===== config.mk =====
export PLATFORM = sky130hd
export DESIGN_NAME = ipv4_hdr_wrap
export DESIGN_NICKNAME = d
export VERILOG_FILES = /design/src/rtl/ipv4p_pkg.sv /design/src/rtl/ipv4p_track.sv /design/src/rtl/ipv4p_csum.sv /design/src/rtl/ipv4p_fields.sv /design/src/rtl/ipv4_hdr_wrap.sv
export SDC_FILE = /design/constraint.sdc
export NUM_CORES = 1
export LEC_CHECK = 0
export BUFFER_PORTS_ARGS = -buffer_cell sky130_fd_sc_hd__buf_4
export CAP_MARGIN = 15
export CORE_MARGIN = 2
export CORE_UTILIZATION = 40
export DETAILED_ROUTE_END_ITERATION = 12
export GPL_ROUTABILITY_DRIVEN = 1
export HOLD_SLACK_MARGIN = 0.12
export SETUP_SLACK_MARGIN = 0.02
export SLEW_MARGIN = 20
export SYNTH_ARGS = -nofsm -noshare
export SYNTH_HDL_FRONTEND = slang
export SYNTH_SLANG_ARGS = --single-unit

===== constraint.sdc =====
create_clock -name clk -period 8.05 [get_ports clk]
set_clock_uncertainty 0.15 [all_clocks]
set_input_delay 1.61 -clock clk [delete_from_list [all_inputs] [get_ports clk]]
set_output_delay 1.61 -clock clk [all_outputs]
set_load 0.05 [all_outputs]

===== src/rtl/ipv4p_pkg.sv =====
package ipv4p_pkg;

  localparam int WORD_W = 32;
  localparam int BE_W   = WORD_W / 8;
  localparam int HIDX_W = 4;

  localparam logic [3:0] IPV4_VERSION = 4'd4;
  localparam logic [3:0] IHL_MIN      = 4'd5;

  typedef struct packed {
    logic fmt;
    logic ttl;
    logic csum;
  } hdr_err_t;

  // ones-complement 16-bit add with end-around carry
  function automatic logic [15:0] oc_add16(input logic [15:0] a, input logic [15:0] b);
    logic [16:0] s;
    s = {1'b0, a} + {1'b0, b};
    return s[15:0] + {15'd0, s[16]};
  endfunction

  // fold both halves of a 32-bit word
  function automatic logic [15:0] fold32(input logic [31:0] w);
    return oc_add16(w[31:16], w[15:0]);
  endfunction

  // incremental checksum update when one 16-bit field changes old_f -> new_f
  function automatic logic [15:0] csum_patch(input logic [15:0] csum,
                                             input logic [15:0] old_f,
                                             input logic [15:0] new_f);
    return ~oc_add16(oc_add16(~csum, ~old_f), new_f);
  endfunction

  // header length in words, clamped to the minimum legal header
  function automatic logic [3:0] hdr_words(input logic [3:0] ihl);
    return (ihl < IHL_MIN) ? IHL_MIN : ihl;
  endfunction

endpackage


===== src/rtl/ipv4p_track.sv =====
module ipv4p_track
  import ipv4p_pkg::*;
#(
  parameter int OFF_W = 9
) (
  input  logic                clk,
  input  logic                rst_n,
  input  logic                in_valid,
  input  logic                in_sop,
  input  logic                in_eop,
  input  logic [3:0]          ihl_in,
  output logic                is_hdr,
  output logic [HIDX_W-1:0]   hdr_idx,
  output logic                hdr_last,
  output logic                hdr_trunc,
  output logic                is_pay,
  output logic                pay_first,
  output logic [OFF_W-1:0]    pay_off
);

  localparam logic [OFF_W-1:0] OFF_MAX = {OFF_W{1'b1}};

  logic              hdr_q, pay_q;
  logic [HIDX_W-1:0] idx_q;
  logic [3:0]        len_q;
  logic [OFF_W-1:0]  off_q;
  logic [3:0]        len_now;

  assign len_now   = in_sop ? hdr_words(ihl_in) : len_q;
  assign is_hdr    = in_valid & (in_sop | hdr_q);
  assign hdr_idx   = in_sop ? '0 : idx_q;
  assign hdr_last  = is_hdr & (hdr_idx == len_now - 4'd1);
  assign hdr_trunc = is_hdr & in_eop & ~hdr_last;
  assign is_pay    = in_valid & ~in_sop & pay_q;
  assign pay_first = is_pay & (off_q == '0);
  assign pay_off   = off_q;

  always_ff @(posedge clk) begin
    if (!rst_n) begin
      hdr_q <= 1'b0;
      pay_q <= 1'b0;
      idx_q <= '0;
      len_q <= IHL_MIN;
      off_q <= '0;
    end else if (in_valid) begin
      if (is_hdr) begin
        if (in_sop) len_q <= len_now;
        if (hdr_last || in_eop) begin
          hdr_q <= 1'b0;
          pay_q <= hdr_last & ~in_eop;
          off_q <= '0;
        end else begin
          hdr_q <= 1'b1;
          pay_q <= 1'b0;
          idx_q <= hdr_idx + 1'b1;
        end
      end else if (is_pay) begin
        if (in_eop) pay_q <= 1'b0;
        else if (off_q != OFF_MAX) off_q <= off_q + 1'b1;
      end
    end
  end

  AST_PHASE_EXCL: assert property (@(posedge clk) disable iff (!rst_n)
    !(hdr_q && pay_q));
  AST_IDX_BOUND: assert property (@(posedge clk) disable iff (!rst_n)
    hdr_q |-> (idx_q < len_q));

endmodule


===== src/rtl/ipv4p_csum.sv =====
module ipv4p_csum
  import ipv4p_pkg::*;
(
  input  logic              clk,
  input  logic              rst_n,
  input  logic              is_hdr,
  input  logic              in_sop,
  input  logic [WORD_W-1:0] in_data,
  output logic              sum_ok
);

  logic [15:0] acc_q, acc_cur;

  assign acc_cur = oc_add16(in_sop ? 16'h0000 : acc_q, fold32(in_data));
  assign sum_ok  = (acc_cur == 16'hFFFF);

  always_ff @(posedge clk) begin
    if (!rst_n)      acc_q <= 16'h0000;
    else if (is_hdr) acc_q <= acc_cur;
  end

endmodule


===== src/rtl/ipv4p_fields.sv =====
module ipv4p_fields
  import ipv4p_pkg::*;
(
  input  logic              clk,
  input  logic              rst_n,
  input  logic              is_hdr,
  input  logic [HIDX_W-1:0] hdr_idx,
  input  logic              hdr_last,
  input  logic              hdr_trunc,
  input  logic              sum_ok,
  input  logic [WORD_W-1:0] in_data,
  output logic              hdr_done_o,
  output logic              hdr_ok_o,
  output hdr_err_t          err_o,
  output logic [7:0]        proto_o,
  output logic [31:0]       src_o,
  output logic [31:0]       dst_o,
  output logic [7:0]        ttl_o,
  output logic [15:0]       csum_o
);

  logic [3:0]  ver_q, ihl_q;
  logic [7:0]  ttl_q, proto_q;
  logic [15:0] csum_q;
  logic [31:0] src_q, dst_q;

  hdr_err_t    err_now;
  logic [31:0] dst_now;
  logic [7:0]  ttl_dec;
  logic        ttl_expired;

  assign ttl_expired  = (ttl_q <= 8'd1);
  assign ttl_dec      = ttl_q - 8'd1;
  assign dst_now      = (hdr_idx == HIDX_W'(4)) ? in_data : dst_q;
  assign err_now.fmt  = (ver_q != IPV4_VERSION) | (ihl_q < IHL_MIN);
  assign err_now.ttl  = ttl_expired;
  assign err_now.csum = ~sum_ok;

  always_ff @(posedge clk) begin
    if (!rst_n) begin
      ver_q <= '0; ihl_q <= '0; ttl_q <= '0; proto_q <= '0;
      csum_q <= '0; src_q <= '0; dst_q <= '0;
    end else if (is_hdr) begin
      case (hdr_idx)
        HIDX_W'(0): begin ver_q <= in_data[31:28]; ihl_q <= in_data[27:24]; end
        HIDX_W'(2): begin ttl_q <= in_data[31:24]; proto_q <= in_data[23:16];
                          csum_q <= in_data[15:0]; end
        HIDX_W'(3): src_q <= in_data;
        HIDX_W'(4): dst_q <= in_data;
        default: ;
      endcase
    end
  end

  always_ff @(posedge clk) begin
    if (!rst_n) begin
      hdr_done_o <= 1'b0;
      hdr_ok_o   <= 1'b0;
      err_o      <= '0;
      proto_o    <= '0;
      src_o      <= '0;
      dst_o      <= '0;
      ttl_o      <= '0;
      csum_o     <= '0;
    end else begin
      hdr_done_o <= hdr_last | hdr_trunc;
      if (hdr_last) begin
        err_o    <= err_now;
        hdr_ok_o <= ~(err_now.fmt | err_now.ttl | err_now.csum);
        proto_o  <= proto_q;
        src_o    <= src_q;
        dst_o    <= dst_now;
        ttl_o    <= ttl_dec;
        csum_o   <= csum_patch(csum_q, {ttl_q, proto_q}, {ttl_dec, proto_q});
      end else if (hdr_trunc) begin
        err_o    <= '{fmt: 1'b1, ttl: 1'b0, csum: 1'b0};
        hdr_ok_o <= 1'b0;
      end
    end
  end

  AST_TTL_LIVE: assert property (@(posedge clk) disable iff (!rst_n)
    (hdr_done_o && hdr_ok_o) |-> (ttl_o != 8'd0));

endmodule


===== src/rtl/ipv4_hdr_wrap.sv =====
module ipv4_hdr_wrap
  import ipv4p_pkg::*;
#(
  parameter int OFF_W = 9
) (
  input  logic             clk,
  input  logic             rst_n,
  input  logic             in_valid,
  input  logic [31:0]      in_data,
  input  logic             in_sop,
  input  logic             in_eop,
  input  logic [3:0]       in_be,
  output logic             out_valid,
  output logic [31:0]      out_data,
  output logic             out_first,
  output logic             out_last,
  output logic [3:0]       out_be,
  output logic [OFF_W-1:0] out_offset,
  output logic             hdr_done,
  output logic             hdr_ok,
  output logic             err_csum,
  output logic             err_ttl,
  output logic             err_fmt,
  output logic [7:0]       hdr_proto,
  output logic [31:0]      hdr_src,
  output logic [31:0]      hdr_dst,
  output logic [7:0]       hdr_ttl,
  output logic [15:0]      hdr_csum
);

  logic              is_hdr, hdr_last, hdr_trunc, is_pay, pay_first, sum_ok;
  logic [HIDX_W-1:0] hdr_idx;
  logic [OFF_W-1:0]  pay_off;
  hdr_err_t          err;

  ipv4p_track #(.OFF_W(OFF_W)) u_track (
    .clk(clk), .rst_n(rst_n), .in_valid(in_valid), .in_sop(in_sop),
    .in_eop(in_eop), .ihl_in(in_data[27:24]), .is_hdr(is_hdr),
    .hdr_idx(hdr_idx), .hdr_last(hdr_last), .hdr_trunc(hdr_trunc),
    .is_pay(is_pay), .pay_first(pay_first), .pay_off(pay_off)
  );

  ipv4p_csum u_csum (
    .clk(clk), .rst_n(rst_n), .is_hdr(is_hdr), .in_sop(in_sop),
    .in_data(in_data), .sum_ok(sum_ok)
  );

  ipv4p_fields u_fields (
    .clk(clk), .rst_n(rst_n), .is_hdr(is_hdr), .hdr_idx(hdr_idx),
    .hdr_last(hdr_last), .hdr_trunc(hdr_trunc), .sum_ok(sum_ok),
    .in_data(in_data), .hdr_done_o(hdr_done), .hdr_ok_o(hdr_ok),
    .err_o(err), .proto_o(hdr_proto), .src_o(hdr_src), .dst_o(hdr_dst),
    .ttl_o(hdr_ttl), .csum_o(hdr_csum)
  );

  assign err_csum = err.csum;
  assign err_ttl  = err.ttl;
  assign err_fmt  = err.fmt;

  always_ff @(posedge clk) begin
    if (!rst_n) begin
      out_valid  <= 1'b0;
      out_data   <= '0;
      out_first  <= 1'b0;
      out_last   <= 1'b0;
      out_be     <= '0;
      out_offset <= '0;
    end else begin
      out_valid  <= is_pay & hdr_ok;
      out_data   <= in_data;
      out_first  <= pay_first;
      out_last   <= in_eop;
      out_be     <= in_eop ? in_be : {BE_W{1'b1}};
      out_offset <= pay_off;
    end
  end

  AST_DROP_SUPPRESS: assert property (@(posedge clk) disable iff (!rst_n)
    out_valid |-> hdr_ok);
  AST_BE_FULL: assert property (@(posedge clk) disable iff (!rst_n)
    (out_valid && !out_last) |-> (out_be == 4'hF));
  AST_FIRST_OFF0: assert property (@(posedge clk) disable iff (!rst_n)
    (out_valid && out_first) |-> (out_offset == '0));

endmodule


==> metrics.csv <==
metric,value,unit
synth_largest_area_cell,dfxtp_1,
port_buffers,189,
drive_gt1_share,15.6,%
grt_start_max_net_pins,154,
fin_area,0.0180,mm²
rsz0062_at_grt,no,
fin_util,49.1,%
rows,70,
insertion_delay,0.54,ns
synth_mux_area_share,2.57,%
chipHeight,197,µm
gp_congestion,0.874,
synth_cell_type_count,83,
clk_path_buf_depth,3,
whs,0.298,ns
synth_edf_count,0,
ys_warn_count,0,
grt.overflow.total,0,
worstPathArrival,7.82,ns
ys_seq_elements,288,
leakage,6.91,nW
drcViolationCount,0,
report.final.slew_viol_count,0,
async_reset_ff_share,0,%
tightest_slew,0.957,ns
synth_area_per_cell,8.02,µm²
die_w,197,µm
setup_viol,0,
worstPathMaxFanout,9,
hold_violations,0,
ir_drop,0.161,mV
endpoint,u_fields.hdr_ok_o,
cellPowerDensity,202,mW/mm²
antenna_found_initial,2,
synthAdderAreaFrac,7.35,%
max_cap_violations,0,
place_area,0.0168,mm²
layout_common_cells,"nand2_1, dfxtp_1, buf_4",
min_period_over_period,93.3,%
start_kind,input port,
vias,13200,
r2r_end,u_fields.csum_o[14],
synth_compound_area_share,17.5,%
grt_pass1_vias,12600,
detail-route-antenna-nets,0,
syn_to_final_growth,20.8,%
rrSetupSlack,0.74,ns
yosys-top-cells-area,"dfxtp_1, nand2_1, a21oi_1",
cts-htree-levels,2,
slowest_delay,0.48,ns
core_area,0.0366,mm²
hold_buffers,0,
cp_data_required_time,8.35,ns
synth_top_family_by_area,simple AND/OR/NAND/NOR gates,
crit_path_top_delay_cell,or4_1,
finalCriticalPeriod,7.51,ns
fin_setup_tns,0,ns
synth_top_area_share,38.8,%
synth_area,0.0149,mm²
final_common_cell,nand2_1,
synthSimpleGateAreaFrac,23.1,%
firstDrtPassIters,7,
cts_tree,built,
design.die.area,0.0387,mm²
hold_class,reg2reg,
io-pin-count,190,
rr_startpoint,u_fields.proto_q[0],
drt_wl_total,44000,µm
n_antenna_cell,0,
synth_ff_type,dfxtp_1,
max_freq,133,MHz
cts.sinks,288,
r2r_cells,32,
start_util,40.6,%
hpwl,31300,µm
vias_per_cell,5.25,
fin_nets,2149,
netlist_instances,1854,
syn_nets,1980,
grt_use_total,22.6,%
status,"complete, no violations",
n_fill_cell,3547,
crit_type,in2reg,
clk_pin_slew,0.06,ns
grt_pass1_wl,69200,µm
cts_made_buffers,34,
cp-end-kind,register,
startpoint,in_data[16],
routedWlPerCell,17.5,µm
first_iter_violations,695,
slew_headroom,34.6,%
synth_xor_area_share,6.04,%
critPathMostFrequentCell,ha_1,
cts_root_buffer,clkbuf_16,
seq_area_frac_synth,38.8,%
==> metrics by stage <==
stage / std cells / setup WS (ns) / power [W]
after floorplan: 1854 / 0.172 / 0.00194
after global placement: 2455 / 0.0594 / 0.00213
after detailed placement: 2455 / -0.105 / 0.00214
after CTS: 2515 / 0.427 / 0.00367
after global routing: 2515 / 0.0281 / 0.00379
final: 2515 / 0.536 / 0.00364
==> logic make-up after synthesis <==
family,Yosys count
AND/OR/NAND/NOR,749
AO/OA/AOI/OAI,420
flip-flops,288
buffers and inverters,173
XOR/XNOR,101
adder cells (fa/ha/maj),85
multiplexers,38
==> Yosys cell counts (3+ instances only) <==
master and count:
nand2_1 371, dfxtp_1 288, a21oi_1 218, nor2_1 128, ha_1 81, inv_1 74, clkbuf_1 70, xnor2_1 68
and2_1 54, nand3_1 52, a211oi_1 49, mux2i_1 36, o21ai_0 35, xor2_1 32, nor3_1 31, buf_2 24
nor2b_1 23, a21o_1 22, o21a_1 14, and3_1 13, nand4_1 10, nor3b_1 10, o31ai_1 9, a31oi_1 8
and4_1 8, nand2b_1 8, o21bai_1 8, nor4_1 7, or3_1 6, a2111oi_0 5, o211ai_1 5, or2_2 5
fa_1 4, nor4b_1 4, o41ai_1 4, buf_1 3, nand4b_1 3, o2111ai_1 3, o311ai_0 3, o31a_1 3
==> per-layer routing <==
layer  routed length, µm  track usage [%]
met4                1320             8.41
met3                1700             3.06
met2               20700             37.4
met1               20300             30.1
met5                   0                0
==> registers in the layout, indices dropped and copies added, names as in the netlist, 8 cells and up <==
name	cells
out_data	32
out_offset	9
u_csum.acc_q	16
u_fields.csum_o	16
u_fields.csum_q	16
u_fields.dst_o	32
u_fields.dst_q	32
u_fields.proto_o	8
u_fields.proto_q	8
u_fields.src_o	32
u_fields.src_q	32
u_fields.ttl_o	8
u_fields.ttl_q	8
u_track.pay_off	9
==> area by class of cell <==
type / count / area [µm²] / area share (%)
Tap cell: 468 / 586 / 3.26
Sequential cell: 288 / 5770 / 32.1
Timing Repair Buffer: 231 / 1750 / 9.72
Inverter: 75 / 287 / 1.59
Clock inverter: 12 / 125 / 0.696
Clock buffer: 48 / 975 / 5.43
Multi-Input combinational cell: 1393 / 8480 / 47.2
==> critical path: cells and delay by family <==
kind	cells	cell delay, ns
compound gates	13	1.95
fa+ha+maj	7	1.66
mux	1	0.22
simple gates	9	1.79
buf+inv	3	0.33
xor+xnor	2	0.25
==> how the worst min path moves through the flow <==
stage,to,startpoint,cells past startpoint
floorplan,u_csum.acc_q[6],u_csum.acc_q[6],2
global placement,u_csum.acc_q[7],u_csum.acc_q[7],2
detailed placement,u_csum.acc_q[7],u_csum.acc_q[7],2
CTS,u_csum.acc_q[7],u_csum.acc_q[7],2
global route,u_fields.src_o[11],u_fields.src_q[11],2
finish,u_fields.src_o[11],u_fields.src_q[11],2
==> power by group <==
group	switching (W)	leakage (nW)	internal [W]	total, W
logic	0.000407	4.04	0.000231	0.000638
registers	0.0000152	2.34	0.00146	0.00147
clock network	0.000613	0.534	0.000911	0.00152
==> what timing repair did <==
| item | in CTS | in global routing |
|---|---|---|
| hold endpoints to repair | 0 | 0 |
| setup buffers | 0 | 0 |
| resized for setup | 0 | 8 |
| setup endpoints to repair | 0 | 4 |
Note: power is estimated with default switching activity, not from simulation.
